$ cat config.mk
export PLATFORM = sky130hd
export DESIGN_NAME = strop_engine
export DESIGN_NICKNAME = d
export VERILOG_FILES = /design/src/rtl/strop_pkg.sv /design/src/rtl/strop_lane.sv /design/src/rtl/strop_regs.sv /design/src/rtl/strop_ctrl.sv /design/src/rtl/strop_engine.sv
export SDC_FILE = /design/constraint.sdc
export NUM_CORES = 1
export LEC_CHECK = 0
export BUFFER_PORTS_ARGS = -buffer_cell sky130_fd_sc_hd__buf_4
export CAP_MARGIN = 20
export CORE_MARGIN = 4
export CORE_UTILIZATION = 58
export DETAILED_ROUTE_END_ITERATION = 12
export PLACE_DENSITY_LB_ADDON = 0.3
export SLEW_MARGIN = 20
export SYNTH_ARGS = -nofsm -noshare
export SYNTH_HDL_FRONTEND = slang
export SYNTH_HIERARCHICAL = 1
export SYNTH_SLANG_ARGS = --single-unit
$ cat constraint.sdc
create_clock -name clk -period 6.8 [get_ports clk]
set_input_delay 0.34 -clock clk [delete_from_list [all_inputs] [get_ports clk]]
set_output_delay 0.34 -clock clk [all_outputs]
set_load 0.005 [all_outputs]
$ cat src/rtl/strop_pkg.sv
package strop_pkg;

   typedef enum logic [1:0] {
      OP_MOVE = 2'd0,
      OP_CMP  = 2'd1,
      OP_SKIP = 2'd2,
      OP_SKP2 = 2'd3
   } strop_op_e;

   typedef enum logic [2:0] {
      ST_IDLE,
      ST_CHECK,
      ST_RD_SRC,
      ST_RD_TBL,
      ST_EVAL,
      ST_RD_DST,
      ST_WR,
      ST_ADV
   } strop_st_e;

   // Byte count of one element for a size code.
   function automatic logic [2:0] sz_bytes(input logic [1:0] sz);
      case (sz)
         2'd0:    return 3'd1;
         2'd1:    return 3'd2;
         default: return 3'd4;
      endcase
   endfunction

endpackage

$ cat src/rtl/strop_lane.sv
module strop_lane
   import strop_pkg::*;
#(
   parameter int DW = 32
) (
   input  logic [1:0]    sz,
   input  logic [DW-1:0] din,
   output logic [DW-1:0] dout
);
   localparam int NB = DW / 8;

   logic [2:0] nb;
   assign nb = sz_bytes(sz);

   for (genvar g = 0; g < NB; g++) begin : g_lane
      if (g < 4) begin : g_live
         assign dout[8*g +: 8] = (nb > 3'(g)) ? din[8*g +: 8] : 8'h00;
      end else begin : g_zero
         assign dout[8*g +: 8] = 8'h00;
      end
   end
endmodule

$ cat src/rtl/strop_regs.sv
module strop_regs #(
   parameter int AW = 32,
   parameter int DW = 32,
   parameter int CW = 32
) (
   input  logic          clk,
   input  logic          rst_n,
   input  logic          load,
   input  logic          adv,
   input  logic          adv_dst,
   input  logic          bwd,
   input  logic [2:0]    step,
   input  logic [CW-1:0] cnt_i,
   input  logic [AW-1:0] src_i,
   input  logic [AW-1:0] dst_i,
   input  logic [AW-1:0] tbl_i,
   input  logic [DW-1:0] val_i,
   output logic [CW-1:0] cnt_q,
   output logic [AW-1:0] src_q,
   output logic [AW-1:0] dst_q,
   output logic [AW-1:0] tbl_q,
   output logic [DW-1:0] val_q
);
   logic [AW-1:0] stride;
   assign stride = {{(AW-3){1'b0}}, step};

   always_ff @(posedge clk) begin
      if (!rst_n) begin
         cnt_q <= '0;
         src_q <= '0;
         dst_q <= '0;
         tbl_q <= '0;
         val_q <= '0;
      end else if (load) begin
         cnt_q <= cnt_i;
         src_q <= src_i;
         dst_q <= dst_i;
         tbl_q <= tbl_i;
         val_q <= val_i;
      end else if (adv) begin
         cnt_q <= cnt_q - {{(CW-1){1'b0}}, 1'b1};
         src_q <= bwd ? src_q - stride : src_q + stride;
         if (adv_dst)
            dst_q <= bwd ? dst_q - stride : dst_q + stride;
      end
   end
endmodule

$ cat src/rtl/strop_ctrl.sv
module strop_ctrl
   import strop_pkg::*;
(
   input  logic      clk,
   input  logic      rst_n,
   input  logic      start,
   input  logic      abort,
   input  logic      cnt_zero,
   input  logic      mem_ack,
   input  logic      xlate_on,
   input  logic      hit,
   input  logic      differ,
   input  strop_op_e op,
   output strop_st_e state,
   output logic      load,
   output logic      adv,
   output logic      done,
   output logic      flag,
   output logic      mismatch
);
   strop_st_e nxt;
   logic      fin;
   logic      fin_flag;
   logic      fin_mis;

   always_comb begin
      nxt      = state;
      load     = 1'b0;
      adv      = 1'b0;
      fin      = 1'b0;
      fin_flag = 1'b0;
      fin_mis  = 1'b0;
      case (state)
         ST_IDLE: begin
            if (start) begin
               load = 1'b1;
               nxt  = ST_CHECK;
            end
         end
         ST_CHECK: begin
            if (cnt_zero) begin
               fin = 1'b1;
               nxt = ST_IDLE;
            end else if (abort) begin
               nxt = ST_IDLE;
            end else begin
               nxt = ST_RD_SRC;
            end
         end
         ST_RD_SRC: begin
            if (mem_ack) nxt = xlate_on ? ST_RD_TBL : ST_EVAL;
         end
         ST_RD_TBL: begin
            if (mem_ack) nxt = ST_EVAL;
         end
         ST_EVAL: begin
            if (hit) begin
               fin      = 1'b1;
               fin_flag = 1'b1;
               nxt      = ST_IDLE;
            end else begin
               case (op)
                  OP_MOVE: nxt = ST_WR;
                  OP_CMP:  nxt = ST_RD_DST;
                  default: nxt = ST_ADV;
               endcase
            end
         end
         ST_RD_DST: begin
            if (mem_ack) begin
               if (differ) begin
                  fin     = 1'b1;
                  fin_mis = 1'b1;
                  nxt     = ST_IDLE;
               end else begin
                  nxt = ST_ADV;
               end
            end
         end
         ST_WR: begin
            if (mem_ack) nxt = ST_ADV;
         end
         ST_ADV: begin
            adv = 1'b1;
            nxt = ST_CHECK;
         end
         default: nxt = ST_IDLE;
      endcase
   end

   always_ff @(posedge clk) begin
      if (!rst_n) begin
         state    <= ST_IDLE;
         done     <= 1'b0;
         flag     <= 1'b0;
         mismatch <= 1'b0;
      end else begin
         state <= nxt;
         done  <= fin;
         if (load) begin
            flag     <= 1'b0;
            mismatch <= 1'b0;
         end else if (fin) begin
            flag     <= fin_flag;
            mismatch <= fin_mis;
         end
      end
   end
endmodule

$ cat src/rtl/strop_engine.sv
module strop_engine
   import strop_pkg::*;
#(
   parameter int AW = 32,
   parameter int DW = 32,
   parameter int CW = 32
) (
   input  logic          clk,
   input  logic          rst_n,
   input  logic          start,
   input  logic [1:0]    op_i,
   input  logic [1:0]    size_i,
   input  logic          backward_i,
   input  logic          xlate_i,
   input  logic          match_en_i,
   input  logic          until_i,
   input  logic [CW-1:0] cnt_i,
   input  logic [AW-1:0] src_i,
   input  logic [AW-1:0] dst_i,
   input  logic [AW-1:0] tbl_i,
   input  logic [DW-1:0] val_i,
   input  logic          abort_i,
   output logic          busy_o,
   output logic          done_o,
   output logic          flag_o,
   output logic          mismatch_o,
   output logic [CW-1:0] cnt_o,
   output logic [AW-1:0] src_o,
   output logic [AW-1:0] dst_o,
   output logic [AW-1:0] tbl_o,
   output logic [DW-1:0] val_o,
   output logic          mem_req_o,
   output logic          mem_we_o,
   output logic [1:0]    mem_size_o,
   output logic [AW-1:0] mem_addr_o,
   output logic [DW-1:0] mem_wdata_o,
   input  logic          mem_ack_i,
   input  logic [DW-1:0] mem_rdata_i
);
   if ((DW % 8) != 0 || DW < 32) begin : g_bad_dw
      $error("strop_engine: DW must be a multiple of 8 and at least 32");
   end
   if (AW < 8) begin : g_bad_aw
      $error("strop_engine: AW must be at least 8");
   end
   if (CW < 1) begin : g_bad_cw
      $error("strop_engine: CW must be at least 1");
   end

   strop_st_e     state;
   strop_op_e     op_q;
   logic [1:0]    sz_q;
   logic          bwd_q;
   logic          xl_q;
   logic          men_q;
   logic          until_q;
   logic          load;
   logic          adv;
   logic [DW-1:0] elem;
   logic [DW-1:0] rd_m;
   logic [DW-1:0] val_m;
   logic          hit;
   logic          differ;
   logic          adv_dst;

   // Options captured at start; translation is only honoured for bytes.
   always_ff @(posedge clk) begin
      if (!rst_n) begin
         op_q    <= OP_MOVE;
         sz_q    <= 2'd0;
         bwd_q   <= 1'b0;
         xl_q    <= 1'b0;
         men_q   <= 1'b0;
         until_q <= 1'b0;
      end else if (load) begin
         op_q    <= strop_op_e'(op_i);
         sz_q    <= size_i;
         bwd_q   <= backward_i;
         xl_q    <= xlate_i && (size_i == 2'd0);
         men_q   <= match_en_i;
         until_q <= until_i;
      end
   end

   strop_lane #(.DW(DW)) u_rd_lane (.sz(sz_q), .din(mem_rdata_i), .dout(rd_m));
   strop_lane #(.DW(DW)) u_val_lane (.sz(sz_q), .din(val_o), .dout(val_m));

   // Element register: source data, then optionally its table byte.
   always_ff @(posedge clk) begin
      if (!rst_n) begin
         elem <= '0;
      end else if (mem_ack_i && state == ST_RD_SRC) begin
         elem <= rd_m;
      end else if (mem_ack_i && state == ST_RD_TBL) begin
         elem <= {{(DW-8){1'b0}}, mem_rdata_i[7:0]};
      end
   end

   assign hit     = men_q && (until_q ? (elem == val_m) : (elem != val_m));
   assign differ  = (rd_m != elem);
   assign adv_dst = (op_q == OP_MOVE) || (op_q == OP_CMP);

   strop_ctrl u_ctrl (
      .clk      (clk),
      .rst_n    (rst_n),
      .start    (start),
      .abort    (abort_i),
      .cnt_zero (cnt_o == '0),
      .mem_ack  (mem_ack_i),
      .xlate_on (xl_q),
      .hit      (hit),
      .differ   (differ),
      .op       (op_q),
      .state    (state),
      .load     (load),
      .adv      (adv),
      .done     (done_o),
      .flag     (flag_o),
      .mismatch (mismatch_o)
   );

   strop_regs #(.AW(AW), .DW(DW), .CW(CW)) u_regs (
      .clk     (clk),
      .rst_n   (rst_n),
      .load    (load),
      .adv     (adv),
      .adv_dst (adv_dst),
      .bwd     (bwd_q),
      .step    (sz_bytes(sz_q)),
      .cnt_i   (cnt_i),
      .src_i   (src_i),
      .dst_i   (dst_i),
      .tbl_i   (tbl_i),
      .val_i   (val_i),
      .cnt_q   (cnt_o),
      .src_q   (src_o),
      .dst_q   (dst_o),
      .tbl_q   (tbl_o),
      .val_q   (val_o)
   );

   // Memory port.
   always_comb begin
      mem_addr_o = src_o;
      mem_size_o = sz_q;
      case (state)
         ST_RD_TBL: begin
            mem_addr_o = tbl_o + {{(AW-8){1'b0}}, elem[7:0]};
            mem_size_o = 2'd0;
         end
         ST_RD_DST, ST_WR: mem_addr_o = dst_o;
         default:          mem_addr_o = src_o;
      endcase
   end

   assign mem_req_o   = (state == ST_RD_SRC) || (state == ST_RD_TBL) ||
                        (state == ST_RD_DST) || (state == ST_WR);
   assign mem_we_o    = (state == ST_WR);
   assign mem_wdata_o = elem;
   assign busy_o      = (state != ST_IDLE);
endmodule

Yosys cells after proc, flatten, opt, wreduce, memory -nomap -nowiden
Cells that the tools add are included.

word-level totals
  register bits after elaboration = 206

cells by class
  add/subtract/negate cells = 6
  order comparisons = 4
  equality and inequality tests = 17
  multiplexer cells = 45
  bitwise logic cells = 1
  reductions and logical operators = 21

operators by type and width
  kind                                                                   count
  32-bit 2-to-1 mux                                                      11
  32-bit by 3-bit adder with 32-bit output                               2
  8-bit 2-to-1 mux                                                       8
  32-bit inequality test                                                 2
  32-bit case mux with 2 select lines                                    1
  32-bit by 3-bit subtractor with 32-bit output                          2
  32-bit by 8-bit adder with 32-bit output                               1
  32-bit equality test                                                   1
  32-bit logical NOT                                                     1
  32-bit by 1-bit subtractor with 32-bit output, second input constant   1
  3-bit 2-to-1 mux                                                       9
  3-bit case mux with 8 select lines                                     1
  3-bit equality test, second input constant                             4
  1-bit 2-to-1 mux                                                       10
  2-bit inequality test, second input constant                           4
  3-bit by 2-bit equality test with 1-bit output, second input constant  2
  3-bit by 1-bit > comparator with 1-bit output, second input constant   2
  3-bit by 2-bit > comparator with 1-bit output, second input constant   2
  2-bit logical NOT                                                      3
  3-bit case mux with 2 select lines                                     1
  2-bit nonzero test                                                     3
  5-bit AND reduction                                                    1
  2-bit by 1-bit equality test with 1-bit output, second input constant  2
  1-bit logical AND                                                      4
  other kinds (11)                                                       16

Logic depth before layout (Yosys ltp)
  word-level depth = 9
  mapped depth = 16
  mapped depth without buffers = 15

Cells and area by module
Netlist, hierarchy kept.

by module, submodules not included
  module        times used  cells an instance  area an instance (um^2)  sequential area each (um^2)
  strop_regs    1           1205               10114.7                  3203.1
  strop_engine  1           488                3888.7                   800.8
  strop_lane    2           37                 234.0                    0.0
  strop_ctrl    1           60                 449.2                    120.1

Least setup slack after synthesis
OpenSTA, ideal clock, no wires.

  path kind = register to register
  start point = register sz_q[0]
  end point = register u_regs.src_q[27]
  library setup time = 0.123 ns
  arrival time = 3.653 ns
  required time = 6.677 ns
  path slack = 3.024 ns
  stages on the path, launching flop included = 16
  cells stage by stage = dfxtp_1 -> nor2b_1 -> inv_1 -> ha_1 -> ha_1 -> or2_2 -> ha_1 -> a21oi_1 -> o21ai_0 -> or3_1 -> o22ai_4 -> o32ai_4 -> a41oi_2 -> xnor2_1 -> a221oi_1 -> nor2b_1

between the ends
  word-level cells in the longest chain between the ends = 6

ends and longest elaborated chain
  element                                                                                                    line                source
  start: declaration                                                                                         strop_engine.sv:52  logic [1:0] sz_q;
  start signal: assignment                                                                                   strop_engine.sv:77  sz_q <= size_i;
  2-bit by 1-bit equality test with 1-bit output or 2-bit logical NOT (tied branches)                        strop_pkg.sv:23     case (sz)
  3-bit case mux with 2 select lines (*)                                                                     strop_pkg.sv:23
  32-bit by 3-bit adder with 32-bit output or 32-bit by 3-bit subtractor with 32-bit output (tied branches)  strop_regs.sv:42    src_q <= bwd ? src_q - stride : src_q + stride;
  32-bit 2-to-1 mux (*)                                                                                      strop_regs.sv:42
  32-bit 2-to-1 mux (*)                                                                                      strop_regs.sv:40    end else if (adv) begin
  32-bit 2-to-1 mux (*)                                                                                      strop_regs.sv:34    end else if (load) begin
  end signal: assignment                                                                                     strop_regs.sv:36    src_q <= src_i;
  end signal: assignment                                                                                     strop_regs.sv:42
  end: declaration                                                                                           strop_regs.sv:19    output logic [AW-1:0] src_q,

Mark *: on every way between the ends. The rest lies on a longest branch, timed or not. The select of a mux whose other input is x is not followed.
A chain may end at the register's enable or synchronous reset.

Final worst setup path
Same ends and word-level chain as after synthesis.

==> flow_summary.yaml <==
outcome:
  status: "finished, final reports clean"
placement:
  port_buffers: 436
  dp_hpwl_um: 44000
  place_inst: 2482
  place.gp.congestion: 1.02
power:
  clkPwrFrac_pct: 34.0
  combPwrFrac_pct: 32.3
  peakVddDrop_uv: 169
  p_int_mw: 2.82
  power_mw: 4.32
  power_density_nw_per_um2: 226
  pwr-share-seq_pct: 33.7
  swShare_pct: 34.7
  power_switching_mw: 1.50
  leakage_nw: 8.80
cells_and_area:
  final_common_cell: "buf_4"
  antenna_cells: 0
  syn2layout_area_growth_pct: 28.0
  final_util_pct: 75.6
  drive_gt1_share_pct: 25.0
  stdcell_count: 2528
  final_cell_mix: "449 x buf_4, 205 x dfxtp_1, 191 x nor2_1, 136 x a21oi_1, 112 x nand2_1"
  fin_nets: 2464
synth:
  ys.flop_type: "dfxtp_1"
  yosysUniqueCellTypes: 99
  synth_edf_count: 0
  ys_seq_area_share_pct: 27.6
  ys_seq_elements: 206
  netlist_instances: 1827
  syn_area_um2: 14900
  syn_nets: 2112
  ys.warnings.count: 6
  synthArstFlopShare_pct: 0
  syn_area_per_cell_um2: 8.17
hold_path:
  holdPathStages: 3
  min-delay-start: "tbl_i[30]"
  min_path_type: "in2reg"
  holdPathEnd: "u_regs/tbl_q[30]$_SDFFE_PN0P_"
sta:
  min_period_ns: 4.91
  finalClockSkew_ns: 0.00995
  final_max_slew_viol_count: 0
  finalSetupViolCount: 0
  hold_viol: 0
  holdWs_ns: 0.0344
  tightestPinTransition_ns: 1.11
  setup_tns_ns: 0
  period_share_pct: 72.3
  slew_headroom_pct: 25.9
  fmax_mhz: 203
  rsz0062_at_grt: "no"
die:
  io_pins: 437
  dieArea_um2: 28400
  coreArea_um2: 25300
  rows: 58
  die_y_um: 168
  die_x_um: 168
  start_util_pct: 59.1
clocking:
  numCtsBuffers: 25
  clkSlewWorstSetupHoldPaths_ns: 0.06
  cts_tree: "yes"
  cts.path.max_buffers: 3
  hold_buffers: 0
  postCtsSetupBuffers: 0
  root_buffer: "clkbuf_16"
  clock_sinks: 206
  htree_levels: 1
  cts-resized-gates: 0
  clock_latency_ns: 0.54
global_routing:
  antenna_found_initial: 1
  grt_pass1_vias: 15608
  grt_overflow: 0
  grt_usage_pct: 39.4
  grt_pass1_wl_um: 89600
  grt_max_degree: 86
drt:
  avgRoutedWirePerCell_um: 23.7
  via_per_inst: 6.44
  post-route-drc-count: 0
  wirelength_um: 59900
  vias: 16287
  ant_nets: 0
  drtIter0Drc: 1943
  first_pass_iters: 6
worst_setup_path:
  cp-start-kind: "flop"
  end_kind: "flop"
  crit_fanout: 28
  ff2ff_setup_slack_ns: 1.89
  worstSetupPathType: "reg2reg"
  rr_worst_depth: 15
  required_ns: 7.22
  reg2reg_from: "sz_q[0]$_SDFFE_PN0P_"
  cp.arrival_ns: 5.34
  reg2reg_to: "u_regs/src_q[27]$_SDFFE_PN0P_"
flow_run:
  drv_cap: 0
==> layout make-up <==
type,instances,area [µm²]
multi-input cells,1465,10200
clock inverters,13,220
flip-flops and latches,206,4130
clock buffers,33,676
inverters,32,121
well taps,330,413
repair buffers,449,3370
fillers,1831,6150
==> registers in the layout, indices dropped and copies added (netlist names), 2 cells and up <==
register and cells:
sz_q 2, u_regs/cnt_q 32, mem_wdata_o 32, u_regs/tbl_q 32, u_regs/src_q 32, u_regs/dst_q 32, u_ctrl/state 3, op_q 2
u_regs/val_q 32
==> cell usage after synthesis (12+ instances only) <==
cell,instances,share of area (%)
o21a_1,24,1.2
nor2b_1,34,1.4
nor2_1,191,4.8
nand4_1,33,1.4
nor4_1,25,1.0
clkbuf_1,99,2.5
nand2_1,112,2.8
dfxtp_1,206,28
or3_1,15,0.63
a211oi_1,12,0.60
ha_1,79,6.6
a31oi_1,18,0.75
nand3_1,30,1.0
and3_1,17,0.71
a21boi_0,25,1.3
inv_1,31,0.78
a21oi_1,137,4.6
xnor2_1,102,6.0
o21ai_0,88,3.0
xor2_1,71,4.2
a22oi_1,32,1.6
nand3b_1,24,1.2
nor3_1,27,0.91
mux2i_1,95,6.4
a21o_1,52,2.6
a222oi_1,16,1.1
and2_1,31,1.3
==> power by group through the flow <==
stage	clock network, mW	registers (mW)	logic, mW
finish	1.47	1.46	1.39
global route	1.52	1.46	1.49
CTS	1.47	1.45	1.36
detailed placement	0	1.47	1.34
global placement	0	1.47	1.32
floorplan	0	1.41	0.874
==> cells by family (layout without fill, tap and decap cells) <==
group,after synthesis,count (layout),share of synthesized area [%]
and+or+nand+nor,602,602,21.0
buffers and inverters,156,527,4.18
xor gates and xnor gates,174,174,10.3
DFF,206,206,27.6
AOI/OAI and AO/OA,508,508,23.3
muxes,96,96,6.47
adders and majority gates,85,85,7.16
==> through the flow <==
stage                     setup WS [ns]  cell area [µm²]
after global placement             2.21            18200
after floorplan                    3.02            14900
after global routing               1.57            19100
after CTS                          1.95            19100
final                              1.89            19100
after detailed placement           1.98            18200
==> routing by layer <==
metal	GRT usage, %	share of wire [%]	routed length (µm)
met4	17.5	5.0	3010
met5	0	0.018	11
met2	64.8	47	27900
met3	10.1	11	6390
met1	48.7	38	22600
==> critical path: stages (launching register included) <==
cell and delay [ns]:
dfxtp_1 0.84, nor2b_1 0.33, inv_1 0.08, ha_1 0.19, ha_1 0.17, or2_2 0.60
ha_1 0.54, a21oi_1 0.09, o21ai_0 0.47, or3_1 0.25, o22ai_4 0.10, o32ai_4 0.41
a41oi_2 0.17, xnor2_1 0.16, a221oi_1 0.32, nor2b_1 0.08
==> worst max-delay path by stage <==
stage,from,end,slack (ns),cells past startpoint
2_1_floorplan,sz_q[0]$_SDFFE_PN0P_,u_regs/src_q[27]$_SDFFE_PN0P_,3.02,15
3_3_place_gp,sz_q[0]$_SDFFE_PN0P_,u_regs/src_q[27]$_SDFFE_PN0P_,2.21,15
3_5_place_dp,sz_q[0]$_SDFFE_PN0P_,u_regs/src_q[27]$_SDFFE_PN0P_,1.98,15
4_1_cts,sz_q[0]$_SDFFE_PN0P_,u_regs/src_q[27]$_SDFFE_PN0P_,1.95,15
5_1_grt,sz_q[0]$_SDFFE_PN0P_,u_regs/src_q[25]$_SDFFE_PN0P_,1.57,15
6_report,sz_q[0]$_SDFFE_PN0P_,u_regs/src_q[27]$_SDFFE_PN0P_,1.89,15
No activity file was read; power rests on OpenSTA's default activity.
